--- src/rtl/usbpd_tx_pkg.sv ---
package usbpd_tx_pkg;

    typedef enum logic [2:0] {
        PH_IDLE = 3'd0,
        PH_PRE  = 3'd1,
        PH_SOP  = 3'd2,
        PH_DATA = 3'd3,
        PH_CRC  = 3'd4,
        PH_EOP  = 3'd5
    } phase_e;

    localparam logic [1:0]  MODE_HRST   = 2'b01;
    localparam logic [4:0]  KC_EOP      = 5'b01101;
    localparam logic [4:0]  KC_RST_A    = 5'b00111;
    localparam logic [4:0]  KC_RST_B    = 5'b11001;
    localparam logic [19:0] HRST_SET    = {KC_RST_B, KC_RST_A, KC_RST_A, KC_RST_A};
    localparam logic [31:0] CRC_SEED    = 32'hFFFF_FFFF;
    localparam logic [31:0] CRC_POLY_RF = 32'hEDB8_8320;

endpackage

--- src/rtl/usbpd_sym_enc.sv ---
module usbpd_sym_enc (
    input  logic [3:0] nib_i,
    output logic [4:0] sym_o
);
    always_comb begin
        case (nib_i)
            4'h0: sym_o = 5'b11110;
            4'h1: sym_o = 5'b01001;
            4'h2: sym_o = 5'b10100;
            4'h3: sym_o = 5'b10101;
            4'h4: sym_o = 5'b01010;
            4'h5: sym_o = 5'b01011;
            4'h6: sym_o = 5'b01110;
            4'h7: sym_o = 5'b01111;
            4'h8: sym_o = 5'b10010;
            4'h9: sym_o = 5'b10011;
            4'hA: sym_o = 5'b10110;
            4'hB: sym_o = 5'b10111;
            4'hC: sym_o = 5'b11010;
            4'hD: sym_o = 5'b11011;
            4'hE: sym_o = 5'b11100;
            default: sym_o = 5'b11101;
        endcase
    end
endmodule

--- src/rtl/usbpd_crc32_step.sv ---
module usbpd_crc32_step #(
    parameter logic [31:0] POLY = 32'hEDB8_8320
) (
    input  logic [31:0] crc_i,
    input  logic [7:0]  byte_i,
    output logic [31:0] crc_o
);
    always_comb begin
        logic [31:0] acc;
        acc = crc_i ^ {24'h0, byte_i};
        for (int i = 0; i < 8; i++) begin
            acc = acc[0] ? ((acc >> 1) ^ POLY) : (acc >> 1);
        end
        crc_o = acc;
    end
endmodule

--- src/rtl/usbpd_tx_framer.sv ---
module usbpd_tx_framer
    import usbpd_tx_pkg::*;
#(
    parameter int SIZE_W   = 10,
    parameter int PRE_BITS = 64,
    parameter int N_K      = 4
) (
    input  logic              clk,
    input  logic              rst_n,
    input  logic              start_i,
    input  logic [1:0]        mode_i,
    input  logic [SIZE_W-1:0] pay_size_i,
    input  logic [19:0]       ordset_i,
    input  logic [7:0]        in_data_i,
    input  logic              in_valid_i,
    output logic              in_ready_o,
    input  logic              bit_en_i,
    output logic              bit_o,
    output logic              active_o,
    output logic              done_o
);
    localparam int PC_W  = $clog2(PRE_BITS);
    localparam int K_W   = $clog2(N_K);
    localparam int ORD_W = 5 * N_K;
    localparam int N_ENC = 3;

    typedef struct packed {
        phase_e            phase;
        logic              hr_msg;
        logic              hr_pend;
        logic [4:0]        sym;
        logic [2:0]        bit_idx;
        logic [PC_W-1:0]   pre_cnt;
        logic [K_W-1:0]    k_idx;
        logic [ORD_W-1:0]  ord;
        logic [SIZE_W-1:0] size;
        logic [SIZE_W-1:0] fetched;
        logic [SIZE_W-1:0] sent;
        logic              nib_hi;
        logic [7:0]        hold;
        logic              buf_full;
        logic [7:0]        cur;
        logic [31:0]       crc;
        logic [2:0]        crc_idx;
        logic              done;
    } st_t;

    st_t q, d;

    logic [3:0]  enc_in  [N_ENC];
    logic [4:0]  enc_out [N_ENC];
    logic [31:0] crc_upd;
    logic [31:0] crc_inv;
    logic [2:0]  crc_nsel;
    logic        ready;
    logic        take_lo;

    assign crc_inv  = ~q.crc;
    assign crc_nsel = (q.phase == PH_CRC) ? (q.crc_idx + 3'd1) : 3'd0;
    assign enc_in[0] = q.hold[3:0];
    assign enc_in[1] = q.cur[7:4];
    assign enc_in[2] = crc_inv[4*int'(crc_nsel) +: 4];

    for (genvar g = 0; g < N_ENC; g++) begin : g_enc
        usbpd_sym_enc u_enc (.nib_i(enc_in[g]), .sym_o(enc_out[g]));
    end

    usbpd_crc32_step #(.POLY(CRC_POLY_RF)) u_crc (
        .crc_i (q.crc),
        .byte_i(q.hold),
        .crc_o (crc_upd)
    );

    always_comb begin
        d       = q;
        d.done  = 1'b0;
        take_lo = 1'b0;
        ready   = (q.phase inside {PH_PRE, PH_SOP, PH_DATA}) && !q.hr_msg && !q.hr_pend
                  && !q.buf_full && (q.fetched != q.size);

        if (q.phase == PH_IDLE) begin
            if (start_i) begin
                d.phase    = PH_PRE;
                d.pre_cnt  = '0;
                d.bit_idx  = '0;
                d.hr_pend  = 1'b0;
                d.buf_full = 1'b0;
                d.fetched  = '0;
                d.sent     = '0;
                d.nib_hi   = 1'b0;
                d.crc      = CRC_SEED;
                if (mode_i == MODE_HRST) begin
                    d.hr_msg = 1'b1;
                    d.ord    = HRST_SET;
                end else begin
                    d.hr_msg = 1'b0;
                    d.ord    = ordset_i;
                    d.size   = pay_size_i;
                end
            end
        end else begin
            if (bit_en_i) begin
                if (q.phase != PH_PRE && q.bit_idx != 3'd4) begin
                    d.bit_idx = q.bit_idx + 3'd1;
                end else begin
                    d.bit_idx = '0;
                    if (q.hr_pend && !q.hr_msg && q.phase != PH_EOP) begin
                        d.phase = PH_EOP;
                        d.sym   = KC_EOP;
                    end else begin
                        case (q.phase)
                            PH_PRE: begin
                                if (q.pre_cnt == PC_W'(PRE_BITS - 1)) begin
                                    d.phase = PH_SOP;
                                    d.k_idx = '0;
                                    d.sym   = q.ord[4:0];
                                end else begin
                                    d.pre_cnt = q.pre_cnt + 1'b1;
                                end
                            end
                            PH_SOP: begin
                                if (q.k_idx == K_W'(N_K - 1)) begin
                                    if (q.hr_msg) begin
                                        d.phase = PH_IDLE;
                                        d.done  = 1'b1;
                                    end else if (q.size == '0) begin
                                        d.phase   = PH_CRC;
                                        d.crc_idx = '0;
                                        d.sym     = enc_out[2];
                                    end else begin
                                        take_lo = 1'b1;
                                    end
                                end else begin
                                    d.k_idx = q.k_idx + 1'b1;
                                    d.sym   = q.ord[5*(int'(q.k_idx) + 1) +: 5];
                                end
                            end
                            PH_DATA: begin
                                if (!q.nib_hi) begin
                                    d.sym    = enc_out[1];
                                    d.nib_hi = 1'b1;
                                end else begin
                                    d.sent = q.sent + 1'b1;
                                    if ((q.sent + 1'b1) == q.size) begin
                                        d.phase   = PH_CRC;
                                        d.crc_idx = '0;
                                        d.sym     = enc_out[2];
                                    end else begin
                                        take_lo = 1'b1;
                                    end
                                end
                            end
                            PH_CRC: begin
                                if (q.crc_idx == 3'd7) begin
                                    d.phase = PH_EOP;
                                    d.sym   = KC_EOP;
                                end else begin
                                    d.crc_idx = q.crc_idx + 3'd1;
                                    d.sym     = enc_out[2];
                                end
                            end
                            PH_EOP: begin
                                if (q.hr_pend) begin
                                    d.phase   = PH_PRE;
                                    d.hr_msg  = 1'b1;
                                    d.hr_pend = 1'b0;
                                    d.ord     = HRST_SET;
                                    d.pre_cnt = '0;
                                end else begin
                                    d.phase = PH_IDLE;
                                    d.done  = 1'b1;
                                end
                            end
                            default: d.phase = PH_IDLE;
                        endcase
                    end
                end
            end
            if (start_i && mode_i == MODE_HRST && !q.hr_msg && !d.hr_msg) begin
                d.hr_pend = 1'b1;
            end
        end

        if (take_lo) begin
            d.phase    = PH_DATA;
            d.sym      = enc_out[0];
            d.cur      = q.hold;
            d.crc      = crc_upd;
            d.buf_full = 1'b0;
            d.nib_hi   = 1'b0;
        end

        if (ready && in_valid_i) begin
            d.hold     = in_data_i;
            d.buf_full = 1'b1;
            d.fetched  = q.fetched + 1'b1;
        end
    end

    always_ff @(posedge clk or negedge rst_n) begin
        if (!rst_n) q <= '0;
        else        q <= d;
    end

    assign in_ready_o = ready;
    assign active_o   = (q.phase != PH_IDLE);
    assign done_o     = q.done;
    assign bit_o      = (q.phase == PH_PRE)  ? q.pre_cnt[0] :
                        (q.phase == PH_IDLE) ? 1'b0 : q.sym[q.bit_idx];

endmodule

--- config.mk ---
export PLATFORM = sky130hd
export DESIGN_NAME = usbpd_tx_framer
export DESIGN_NICKNAME = d
export VERILOG_FILES = /design/src/rtl/usbpd_tx_pkg.sv /design/src/rtl/usbpd_sym_enc.sv /design/src/rtl/usbpd_crc32_step.sv /design/src/rtl/usbpd_tx_framer.sv
export SDC_FILE = /design/constraint.sdc
export NUM_CORES = 1
export LEC_CHECK = 0
export BUFFER_PORTS_ARGS = -buffer_cell sky130_fd_sc_hd__buf_2
export CORE_MARGIN = 2
export CORE_UTILIZATION = 34
export DETAILED_ROUTE_END_ITERATION = 10
export PLACE_DENSITY_LB_ADDON = 0.05
export SYNTH_ARGS = -nofsm -noshare
export SYNTH_HDL_FRONTEND = slang
export SYNTH_SLANG_ARGS = --single-unit
--- constraint.sdc ---
create_clock -name clk -period 3.04 [get_ports clk]
set_clock_uncertainty 0.15 [all_clocks]
set_input_delay 0.608 -clock clk [delete_from_list [all_inputs] [get_ports clk]]
set_output_delay 0.608 -clock clk [all_outputs]
set_load 0.005 [all_outputs]
==> impl_metrics.csv, run 1 <==
group,metric,value,unit
placed_design,dp_slack,62.5,ps
critical_path,r2r_end,"q[1]$_DFFE_PN0P_",
placed_design,routabilityCongestion,0.949,
synthesis,syn-instance-count,772,
synthesis,synth-adder-area-share,1.66,%
critical_path,cp_slowest_cell,"a2111oi_4",
floorplanning,rows,54,
critical_path,crit_family,"compound AO/OA/AOI/OAI gates",
timing,finalWorstSetupSlack,137,ps
synthesis,synth_nets,827,
placed_design,io_buffers,48,
floorplanning,ios,49,
critical_path,ff2ff_setup_slack,140,ps
synthesis,synth-compound-area-share,22.7,%
cts,htreeDepth,4,
cts,cts.clk_slew.worst_paths,60,ps
grt,overflow,0,
critical_path,path_cells,"ha_2 -> nand3_2 -> or3_4 -> a2111oi_4 -> o211a_1 -> a21oi_1 -> nor2_1 -> mux2_2",
layout,regArea,3030,um^2
drt,drt_iter0_markers,312,
min_path,hp-class,"input pin to asynchronous set/reset pin",
cts,hold_buffers,0,
critical_path,rr_worst_depth,8,
synthesis,yosys_warnings,0,
cts,cts_tree,"yes",
drt,first_pass_iters,5,
critical_path,crit_buf_inv,0,
cts,post-cts-setup-buffer-count,0,
timing,maxSlewHeadroom,40.8,%
power,power,9.79,mW
timing,drv_slew,0,
drt,dr_total_vias,6164,
synthesis,muxShareOfSynthArea,6.85,%
floorplanning,core_area,21800,um^2
power,powerDensity,1080,nW/um^2
critical_path,timing.rr.start,"q[55]$_DFFE_PN0P_",
drt,wirelength,22300,um
synthesis,synth_edf_count,0,
timing,setup_violations,0,
status,status,"complete, no violations",
cts,cts_num_sinks,121,
critical_path,crit_start,"q[55]$_DFFE_PN0P_",
critical_path,cp_slowest_stage_delay,410,ps
critical_path,cp.required,3200,ps
synthesis,syn_area_per_cell,9.79,um^2
grt,grt_pass1_wl,36200,um
power,ir_drop,0.879,mV
synthesis,synthArstFlopShare,100,%
critical_path,crit_fanout,7,
synthesis,post_synth_num_cell_types,80,
floorplanning,dieArea,23400,um^2
drt,final_antenna_net_count,0,
layout,area_growth,19.4,%
drt,viasPerCell,5.41,
run,drv_cap,0,
grt,antenna_found_initial,0,
cts,root_buffer,"clkbuf_16",
critical_path,path_depth,8,
floorplanning,die_h,153,um
layout,layout-drive-gt1-share,23.1,%
power,p_leak,3.60,nW
timing,holdWs,11.6,ps
cts,clock_latency,420,ps
synthesis,synth_top_area_share,40.1,%
grt,grtUsageTotal,19.7,%
critical_path,critPathCaptureType,"register",
critical_path,cp.arrival,3060,ps
timing,setup_tns,0,ps
synthesis,synthSimpleGateAreaFrac,13.9,%
layout,nNetsFinal,901,
timing,hold_viol_final,0,
placed_design,dpl.hpwl,17000,um
grt,grt_pass1_vias,6589,
synthesis,synth_top_cell_by_area,"dfrtp_1",
cts,numCtsBuffers,17,
synthesis,synthTopCellsByArea,"dfrtp_1 (40%), xnor2_1 (7.5%), o21ai_0 (4.8%), a2bb2oi_2 (3.6%), xor2_1 (3.4%)",
timing,fmax,0.344,GHz
layout,fill_cells,2192,
drt,wl_per_cell,19.6,um
critical_path,crit_path_start_kind,"register",
layout,final_area,9030,um^2
synthesis,synth_top_family_by_area,"compound AO/OA/AOI/OAI gates",
synthesis,yosysSeqAreaShare,40.1,%
timing,tightest_slew,886,ps
grt,grt_max_degree,43,
critical_path,crit_end,"q[1]$_DFFE_PN0P_",
floorplanning,die-width,153,um
synthesis,synth_seq_cells,121,
drt,drc,0,
timing,rsz0062_at_grt,"yes",
synthesis,synth_xor_area_share,11.3,%
timing,period_share,95.5,%
layout,multi_input_area,4290,um^2
floorplanning,initial_core_util,34.6,%
placed_design,dpl_cell_area,8360,um^2
synthesis,synth_area,7560,um^2
synthesis,ys.flop_type,"dfrtp_1",
layout,diodes,0,
critical_path,timing.setup.critical_path_class,"register to register",
timing,period_needed,2900,ps
cts,clockBufferDepth,2,
[registers in the layout, indices dropped and copies added, names as in the netlist]
| register | cells |
|---|---|
| q | 112 |
| enc_in | 8 |
| done_o | 1 |
[placed cells by master (no fill, tap or decap), types with 4 or more instances in the layout]
cell       synthesis  layout
buf_2             13      47
a21o_1             8       7
inv_1             16      16
xnor2_1           65      65
nor4_1             5       4
xor2_1            29      29
nand4_1            6       6
a22o_1             8       8
and3_1             6       6
o41ai_1            4       4
nand3_1           21      21
a21oi_1           25      25
a31oi_1           24      24
or3_1              4       4
o31ai_1            6       6
ha_1              10       9
nand2_1           56      56
buf_12             0       4
clkinv_4           0       6
nor2_1            63      63
a2bb2oi_2         18      18
o21ai_1            7       7
dfrtp_1          121     121
clkbuf_16          0      17
mux2_2            20      20
mux2i_1           18      18
a211oi_1           5       5
nor3_1            16      16
o21ai_0           72      72
a2bb2oi_1         14      14
buf_4              2      45
bufinv_16          0       4
nor2b_1            8       8
nand2b_1           7       7
mux4_2             5       5
[per-layer routing]
metal  vias up  GRT usage [%]  share of wire [%]
li1       2959              -                  -
met1      3058           23.2                 43
met2        98           35.2                 51
met3        49           3.01                2.2
met4         0           8.64                3.7
met5         -              0                  0
[through the flow]
| step | utilization, % | std cells |
|---|---|---|
| CTS | 41.3 | 1139 |
| finish | 41.4 | 1139 |
| global placement | 38.3 | 1107 |
| floorplan | - | 772 |
| global route | 41.4 | 1139 |
| detailed placement | 38.3 | 1107 |
[cell type report]
class / count / share of cell area (%)
inverter: 17 / 0.707
timing repair buffer: 96 / 7.23
clock buffer: 18 / 4.75
multi-input combinational: 593 / 47.5
tap: 280 / 3.88
clock inverter: 14 / 2.36
sequential: 121 / 33.5
[power by group]
group          internal (mW)  switching, mW
logic                   2.23           2.79
clock network           1.40          0.829
registers               2.02          0.528
[Yosys cell counts, types with 13 or more instances]
cell / count
a21oi_1: 25
a2bb2oi_1: 14
a2bb2oi_2: 18
a31oi_1: 24
buf_2: 13
clkbuf_1: 21
dfrtp_1: 121
inv_1: 16
mux2_2: 20
mux2i_1: 18
nand2_1: 56
nand3_1: 21
nor2_1: 63
nor3_1: 16
o21ai_0: 72
xnor2_1: 65
xor2_1: 29
[worst register-to-register path, cell delays in order (launching register included)]
cell       delay [ps]
dfrtp_1           380
ha_2              300
nand3_2           120
or3_4             400
a2111oi_4         410
o211a_1           320
a21oi_1           190
nor2_1            180
mux2_2            340
[what timing repair did]
item,4_1_cts,5_1_grt
setup endpoints to repair,1,6
gates resized for setup,1,4
cloned,0,0
[worst min path at each step]
stage / from / endpoint / slack, ps / cells past startpoint
2_1_floorplan: rst_n / done_o$_DFF_PN0_ / 160 / 0
3_3_place_gp: q[110]$_DFFE_PN0P_ / q[110]$_DFFE_PN0P_ / 320 / 1
3_5_place_dp: q[110]$_DFFE_PN0P_ / q[110]$_DFFE_PN0P_ / 340 / 1
4_1_cts: rst_n / q[66]$_DFFE_PN0P_ / 40 / 1
5_1_grt: rst_n / q[66]$_DFFE_PN0P_ / 50 / 1
6_report: rst_n / q[66]$_DFFE_PN0P_ / 10 / 1
[logic make-up after synthesis]
logic type,count (synthesis)
muxes,43
buffers and inverters,58
DFF,121
adders and majority gates,10
and+or+nand+nor,213
AOI/OAI and AO/OA,231
xor gates and xnor gates,96
Power figures use the tool's default switching activity.
==> run 2: changes to the inputs <==
--- a/config.mk
+++ b/config.mk
@@ -5,11 +5,11 @@
 export SDC_FILE = /design/constraint.sdc
 export NUM_CORES = 1
 export LEC_CHECK = 0
+export ABC_AREA = 1
 export BUFFER_PORTS_ARGS = -buffer_cell sky130_fd_sc_hd__buf_2
 export CORE_MARGIN = 2
 export CORE_UTILIZATION = 34
 export DETAILED_ROUTE_END_ITERATION = 10
-export PLACE_DENSITY_LB_ADDON = 0.05
 export SYNTH_ARGS = -nofsm -noshare
 export SYNTH_HDL_FRONTEND = slang
 export SYNTH_SLANG_ARGS = --single-unit
==> constraint.sdc (replaced) <==
create_clock -name clk -period 3.04 [get_ports clk]
set_clock_uncertainty 0.15 [all_clocks]
set_input_delay 0.456 -clock clk [delete_from_list [all_inputs] [get_ports clk]]
set_output_delay 0.456 -clock clk [all_outputs]
set_load 0.005 [all_outputs]
==> run 2 against run 1 <==
Final cell count increased by 26%. Global-route usage is 1.7 points lower. Routed wire length decreased by 2.8%. Register-to-register slack better by 180 ps. Sequential power shrank 4%. Critical path type unchanged.
==> impl_metrics.csv, run 2 <==
group,metric,value,unit
min_path,hp-class,"input pin to register",
synthesis,synth_top_area_share,37.2,%
min_path,hold_end,"q[93]$_DFFE_PN0P_",
grt,grt_pass1_wl,36700,um
timing,drv_slew,0,
cts,hold_buffers,1,
synthesis,syn-instance-count,1051,
timing,period_share,89.5,%
drt,final_antenna_net_count,0,
synthesis,ys.flop_type,"dfrtp_1",
grt,grtUsageTotal,18.0,%
drt,drt_iter0_markers,462,
synthesis,synthTopCellsByArea,"dfrtp_1 (37%), nand2_1 (9.0%), xor2_1 (7.0%), inv_1 (6.0%), nand3_1 (5.1%)",
drt,viasPerCell,4.93,
grt,overflow,0,
min_path,worstHoldPathCells,3,
synthesis,synth_area,8140,um^2
power,ir_drop,0.402,mV
critical_path,timing.setup.critical_path_class,"register to register",
timing,period_needed,2720,ps
critical_path,timing.rr.start,"q[54]$_DFFE_PN0P_",
cts,clockBufferDepth,2,
critical_path,cp.required,3170,ps
layout,stdcell_count,1435,
synthesis,synthArstFlopShare,100,%
synthesis,synth.most_common_cell,"nand2_1",
timing,setup_tns,0,ps
placed_design,dpl.cell_count,1403,
grt,grt_max_degree,76,
synthesis,synth_nets,1106,
power,p_leak,4.35,nW
layout,largest_register,"q",
timing,rsz0062_at_grt,"no",
critical_path,cp.arrival,2850,ps
drt,dr_total_vias,7073,
timing,setup_violations,0,
layout,nNetsFinal,1159,
cts,cts-resized-gates,0,
synthesis,yosysSeqAreaShare,37.2,%
drt,first_pass_iters,5,
synthesis,synth.top_cells.by_count,"nand2_1 (196), inv_1 (130), dfrtp_1 (121), nor2_1 (103), nand3_1 (83)",
layout,largest_reg_flops,112,
critical_path,r2r_end,"q[11]$_DFFE_PN0P_",
critical_path,crit_fanout,33,
critical_path,critPathCaptureType,"register",
timing,tightest_slew,650,ps
run,drv_cap,0,
floorplanning,die_h,159,um
timing,fmax,0.368,GHz
power,powerDensity,983,nW/um^2
cts,cts.clk_slew.worst_paths,60,ps
layout,layout-drive-gt1-share,15.7,%
synthesis,post_synth_num_cell_types,54,
floorplanning,rows,56,
synthesis,synth_top_cell_by_area,"dfrtp_1",
floorplanning,initial_core_util,34.7,%
critical_path,crit_path_start_kind,"register",
cts,cts_num_sinks,121,
timing,maxSlewHeadroom,56.6,%
cts,post-cts-setup-buffer-count,0,
cts,clock_latency,430,ps
cts,root_buffer,"clkbuf_16",
layout,mostFrequentLayoutCell,"nand2_1",
drt,wl_per_cell,15.1,um
critical_path,crit_start,"q[54]$_DFFE_PN0P_",
layout,diodes,0,
min_path,worstHoldStart,"ordset_i[9]",
cts,numCtsBuffers,17,
status,status,"complete, no violations",
critical_path,ff2ff_setup_slack,320,ps
floorplanning,die-width,159,um
drt,wirelength,21700,um
synthesis,synth_edf_count,0,
grt,grt_pass1_vias,7028,
drt,drc,0,
layout,area_growth,14.9,%
placed_design,routabilityCongestion,0.917,
placed_design,io_buffers,48,
synthesis,synth_seq_cells,121,
critical_path,rr_worst_depth,16,
floorplanning,dieArea,25200,um^2
synthesis,syn_area_per_cell,7.75,um^2
placed_design,dpl.hpwl,15900,um
layout,layout_common_cells,"nand2_1 (196), inv_1 (130), dfrtp_1 (121)",
layout,fill_cells,2403,
cts,cts_tree,"yes",
floorplanning,core_area,23500,um^2
timing,hold_viol_final,0,
cts,htreeDepth,4,
floorplanning,ios,49,
synthesis,yosys_warnings,0,
grt,antenna_found_initial,0,
[run 2: cell count changes in the layout (fill, tap and decap cells not counted), moves of 14 or more]
cell       delta
a2bb2oi_2    -18
mux2_2       -20
xnor2_1      -54
a21oi_1      +33
mux2i_1      -18
nand3_1      +62
a2bb2oi_1    -14
xor2_1       +36
buf_4        -31
nand2_1     +140
nand4_1      +16
nor2_1       +40
inv_1       +114
[run 2: kinds of logic (layout without fill, tap and decap cells)]
logic type | Yosys count | after routing | synth area share (%)
xor gates and xnor gates | 86 | 86 | 11.3
DFF | 121 | 121 | 37.2
buffers and inverters | 176 | 241 | 9.08
AOI/OAI and AO/OA | 199 | 199 | 15.0
and+or+nand+nor | 459 | 459 | 25.9
adders and majority gates | 10 | 10 | 1.54
[run 2: report_power, final]
part           switching (mW)  internal (mW)
clock                   0.773           1.41
combinational            2.97           1.61
sequential              0.419           2.02
total                    4.16           5.04
[run 2: worst max path at each step]
stage	slack, ps	cells after the start	end
after floorplan	840	17	q[35]$_DFFE_PN0P_
after global placement	410	16	q[7]$_DFFE_PN0P_
after detailed placement	340	16	q[11]$_DFFE_PN0P_
after CTS	350	16	q[11]$_DFFE_PN0P_
after global routing	20	16	q[9]$_DFFE_PN0P_
final	320	16	q[11]$_DFFE_PN0P_
[run 2: stage by stage]
| step | cell area, um^2 | hold slack [ps] | setup WS [ps] | power [mW] | utilization [%] |
|---|---|---|---|---|---|
| after floorplan | 8140 | 10.4 | 841 | 5.91 | - |
| final | 9360 | 112 | 319 | 9.20 | 39.9 |
| after global routing | 9360 | 108 | 15.1 | 9.89 | 39.9 |
| after CTS | 9360 | 103 | 347 | 9.20 | 39.9 |
| after detailed placement | 8720 | 318 | 335 | 6.98 | 37.2 |
| after global placement | 8720 | 319 | 411 | 6.97 | 37.2 |
[run 2: routing by layer]
layer	global-route usage, %	up-vias	wire, um	part of all wire (%)
li1	-	3553	-	-
met1	25.4	3328	10500	49
met2	27.9	169	9820	45
met3	3.63	23	982	4.5
met4	5.21	0	345	1.6
met5	0	-	0	0
[run 2: layout make-up]
cell class	instances	area [um^2]	area share, %
clock buffer	20	457	4.88
sequential	121	3030	32.4
inverter	147	557	5.95
timing repair buffer	63	370	3.96
tap	319	399	4.26
multi-input combinational	754	4380	46.8
clock inverter	11	171	1.83
[run 2: critical path, stage by stage (launching register included)]
cell	delay, ps
dfrtp_1	450
ha_1	240
nand2_2	100
nor2_2	150
nand2_1	70
nand2_1	70
nand2_1	80
nand2_1	60
nand3_1	60
nor2_1	130
nand3_2	130
nand2_2	110
nand2_4	70
nand2_8	110
nand2_4	60
inv_4	360
a22oi_1	130
==> run 3: changes to the inputs <==
--- a/config.mk
+++ b/config.mk
@@ -10,6 +10,7 @@
 export CORE_MARGIN = 2
 export CORE_UTILIZATION = 34
 export DETAILED_ROUTE_END_ITERATION = 10
+export REMOVE_ABC_BUFFERS = 1
 export SYNTH_ARGS = -nofsm -noshare
 export SYNTH_HDL_FRONTEND = slang
 export SYNTH_SLANG_ARGS = --single-unit
==> run 3 against run 2 <==
Die area did not move. Flip-flop and latch count did not move. Sequential share of layout area rose by 0.14 points. Critical path type unchanged. Critical endpoint is now q[119]$_DFFE_PN0P_. Non-clock buffer count fell by 3. Global-route usage fell by 0.26 points.
==> impl_metrics.csv, run 3 (synthesis results as in run 2) <==
group,metric,value,unit
layout,stdcell_count,1433,
cts,cts_num_sinks,121,
critical_path,crit_family,"simple AND/OR/NAND/NOR gates",
layout,nNetsFinal,1156,
timing,tightest_slew,692,ps
timing,finalWorstSetupSlack,320,ps
drt,dr_total_vias,7115,
floorplanning,dieArea,25200,um^2
drt,viasPerCell,4.97,
critical_path,cp_slowest_cell,"dfrtp_1",
drt,first_pass_iters,5,
cts,cts.clk_slew.worst_paths,60,ps
drt,wirelength,21700,um
timing,rsz0062_at_grt,"no",
timing,holdWs,118,ps
drt,final_antenna_net_count,0,
placed_design,dpl.hpwl,15800,um
critical_path,critPathCaptureType,"register",
layout,largest_reg_flops,112,
status,status,"complete, no violations",
layout,layout-drive-gt1-share,15.5,%
cts,root_buffer,"clkbuf_16",
grt,grt_max_degree,47,
critical_path,cp.required,3250,ps
timing,hold_viol_final,0,
critical_path,crit_buf_inv,3,
floorplanning,die-width,159,um
timing,maxSlewHeadroom,53.9,%
grt,overflow,0,
timing,period_needed,2720,ps
layout,final_util,39.7,%
layout,layout_common_cells,"nand2_1 (196), inv_1 (130), dfrtp_1 (121)",
layout,area_growth,14.4,%
power,power,9.04,mW
layout,final_area,9320,um^2
floorplanning,die_h,159,um
cts,post-cts-setup-buffer-count,0,
cts,clock_latency,420,ps
placed_design,routabilityCongestion,0.897,
grt,grtUsageTotal,17.7,%
floorplanning,ios,49,
power,powerDensity,970,nW/um^2
critical_path,crit_path_start_kind,"register",
grt,antenna_found_initial,0,
timing,setup_violations,0,
critical_path,crit_fanout,19,
critical_path,cp_slowest_stage_delay,700,ps
placed_design,dpl.cell_count,1400,
critical_path,cp.arrival,2930,ps
floorplanning,core_area,23500,um^2
floorplanning,initial_core_util,34.7,%
grt,grt_pass1_wl,36400,um
layout,mostFrequentLayoutCell,"nand2_1",
run,drv_cap,0,
layout,diodes,0,
timing,setup_tns,0,ps
floorplanning,rows,56,
placed_design,io_buffers,48,
layout,largest_register,"q",
timing,period_share,89.5,%
placed_design,dpl_cell_area,8710,um^2
drt,drc,0,
power,ir_drop,0.372,mV
critical_path,timing.setup.critical_path_class,"register to register",
grt,grt_pass1_vias,6951,
power,p_leak,4.32,nW
drt,drt_iter0_markers,556,
timing,drv_slew,0,
drt,wl_per_cell,15.1,um
cts,htreeDepth,4,
placed_design,dp_slack,270,ps
cts,cts_tree,"yes",
cts,numCtsBuffers,17,
cts,clockBufferDepth,2,
critical_path,path_cells,"nand2_2 -> nand2_2 -> inv_1 -> nor2_2 -> inv_1 -> nor2_4 -> nand2_8 -> inv_4 -> o21ai_0 -> nand2_1 -> nand2_1 -> nand2_1",
timing,fmax,0.368,GHz
min_path,hp-class,"input pin to register",
critical_path,path_common_cell,"nand2_1",
run 3: cell types whose count changed in the layout (fill, tap and decap cells not counted), sizes merged:
cell / delta
bufinv: -2
buf: -3
clkinv: -3
clkinvlp: +2
inv: +4
run 3: layout make-up:
class | count | area [um^2]
clock inverters | 12 | 139
repair buffers | 60 | 360
fillers | 2415 | 14200
multi-input cells | 754 | 4380
well taps | 319 | 399
flip-flops and latches | 121 | 3030
clock buffers | 20 | 457
inverters | 147 | 559
run 3: what timing repair did:
item | CTS | global route
gates resized for setup | 0 | 1
endpoints found under the setup margin | 0 | 1
endpoints found under the hold margin | 44 | 0
hold buffers | 1 | 0
run 3: path summary, 6_finish.rpt:
check | from | end | slack (ps) | depth (start not counted)
max | q[124]$_DFFE_PN0P_ | q[119]$_DFFE_PN0P_ | 320 | 12
max in group asynchronous | rst_n | q[120]$_DFFE_PN0P_ | 1570 | 3
min | ordset_i[14] | q[98]$_DFFE_PN0P_ | 120 | 3
min reg2reg | q[116]$_DFFE_PN0P_ | q[116]$_DFFE_PN0P_ | 320 | 2
max reg2reg | q[124]$_DFFE_PN0P_ | q[119]$_DFFE_PN0P_ | 320 | 12
min in group asynchronous | rst_n | q[35]$_DFFE_PN0P_ | 440 | 2
run 3: tightest hold or removal path, cell delays in order:
cell	delay [ps]
buf_2	80
nand3_1	60
o21ai_0	60
run 3: report_power, final:
part,switching [mW],internal (mW),total (mW)
combinational,2.94,1.59,4.53
sequential,0.424,2.02,2.45
clock,0.799,1.26,2.06
total,4.16,4.87,9.04
run 3: layer usage:
metal  GRT usage [%]  wire length (um)  up-vias
li1                -                 -     3558
met1            24.3             10500     3371
met2            28.2              9930      165
met3            3.58               922       21
met4            5.25               355        0
met5               0                 0        -
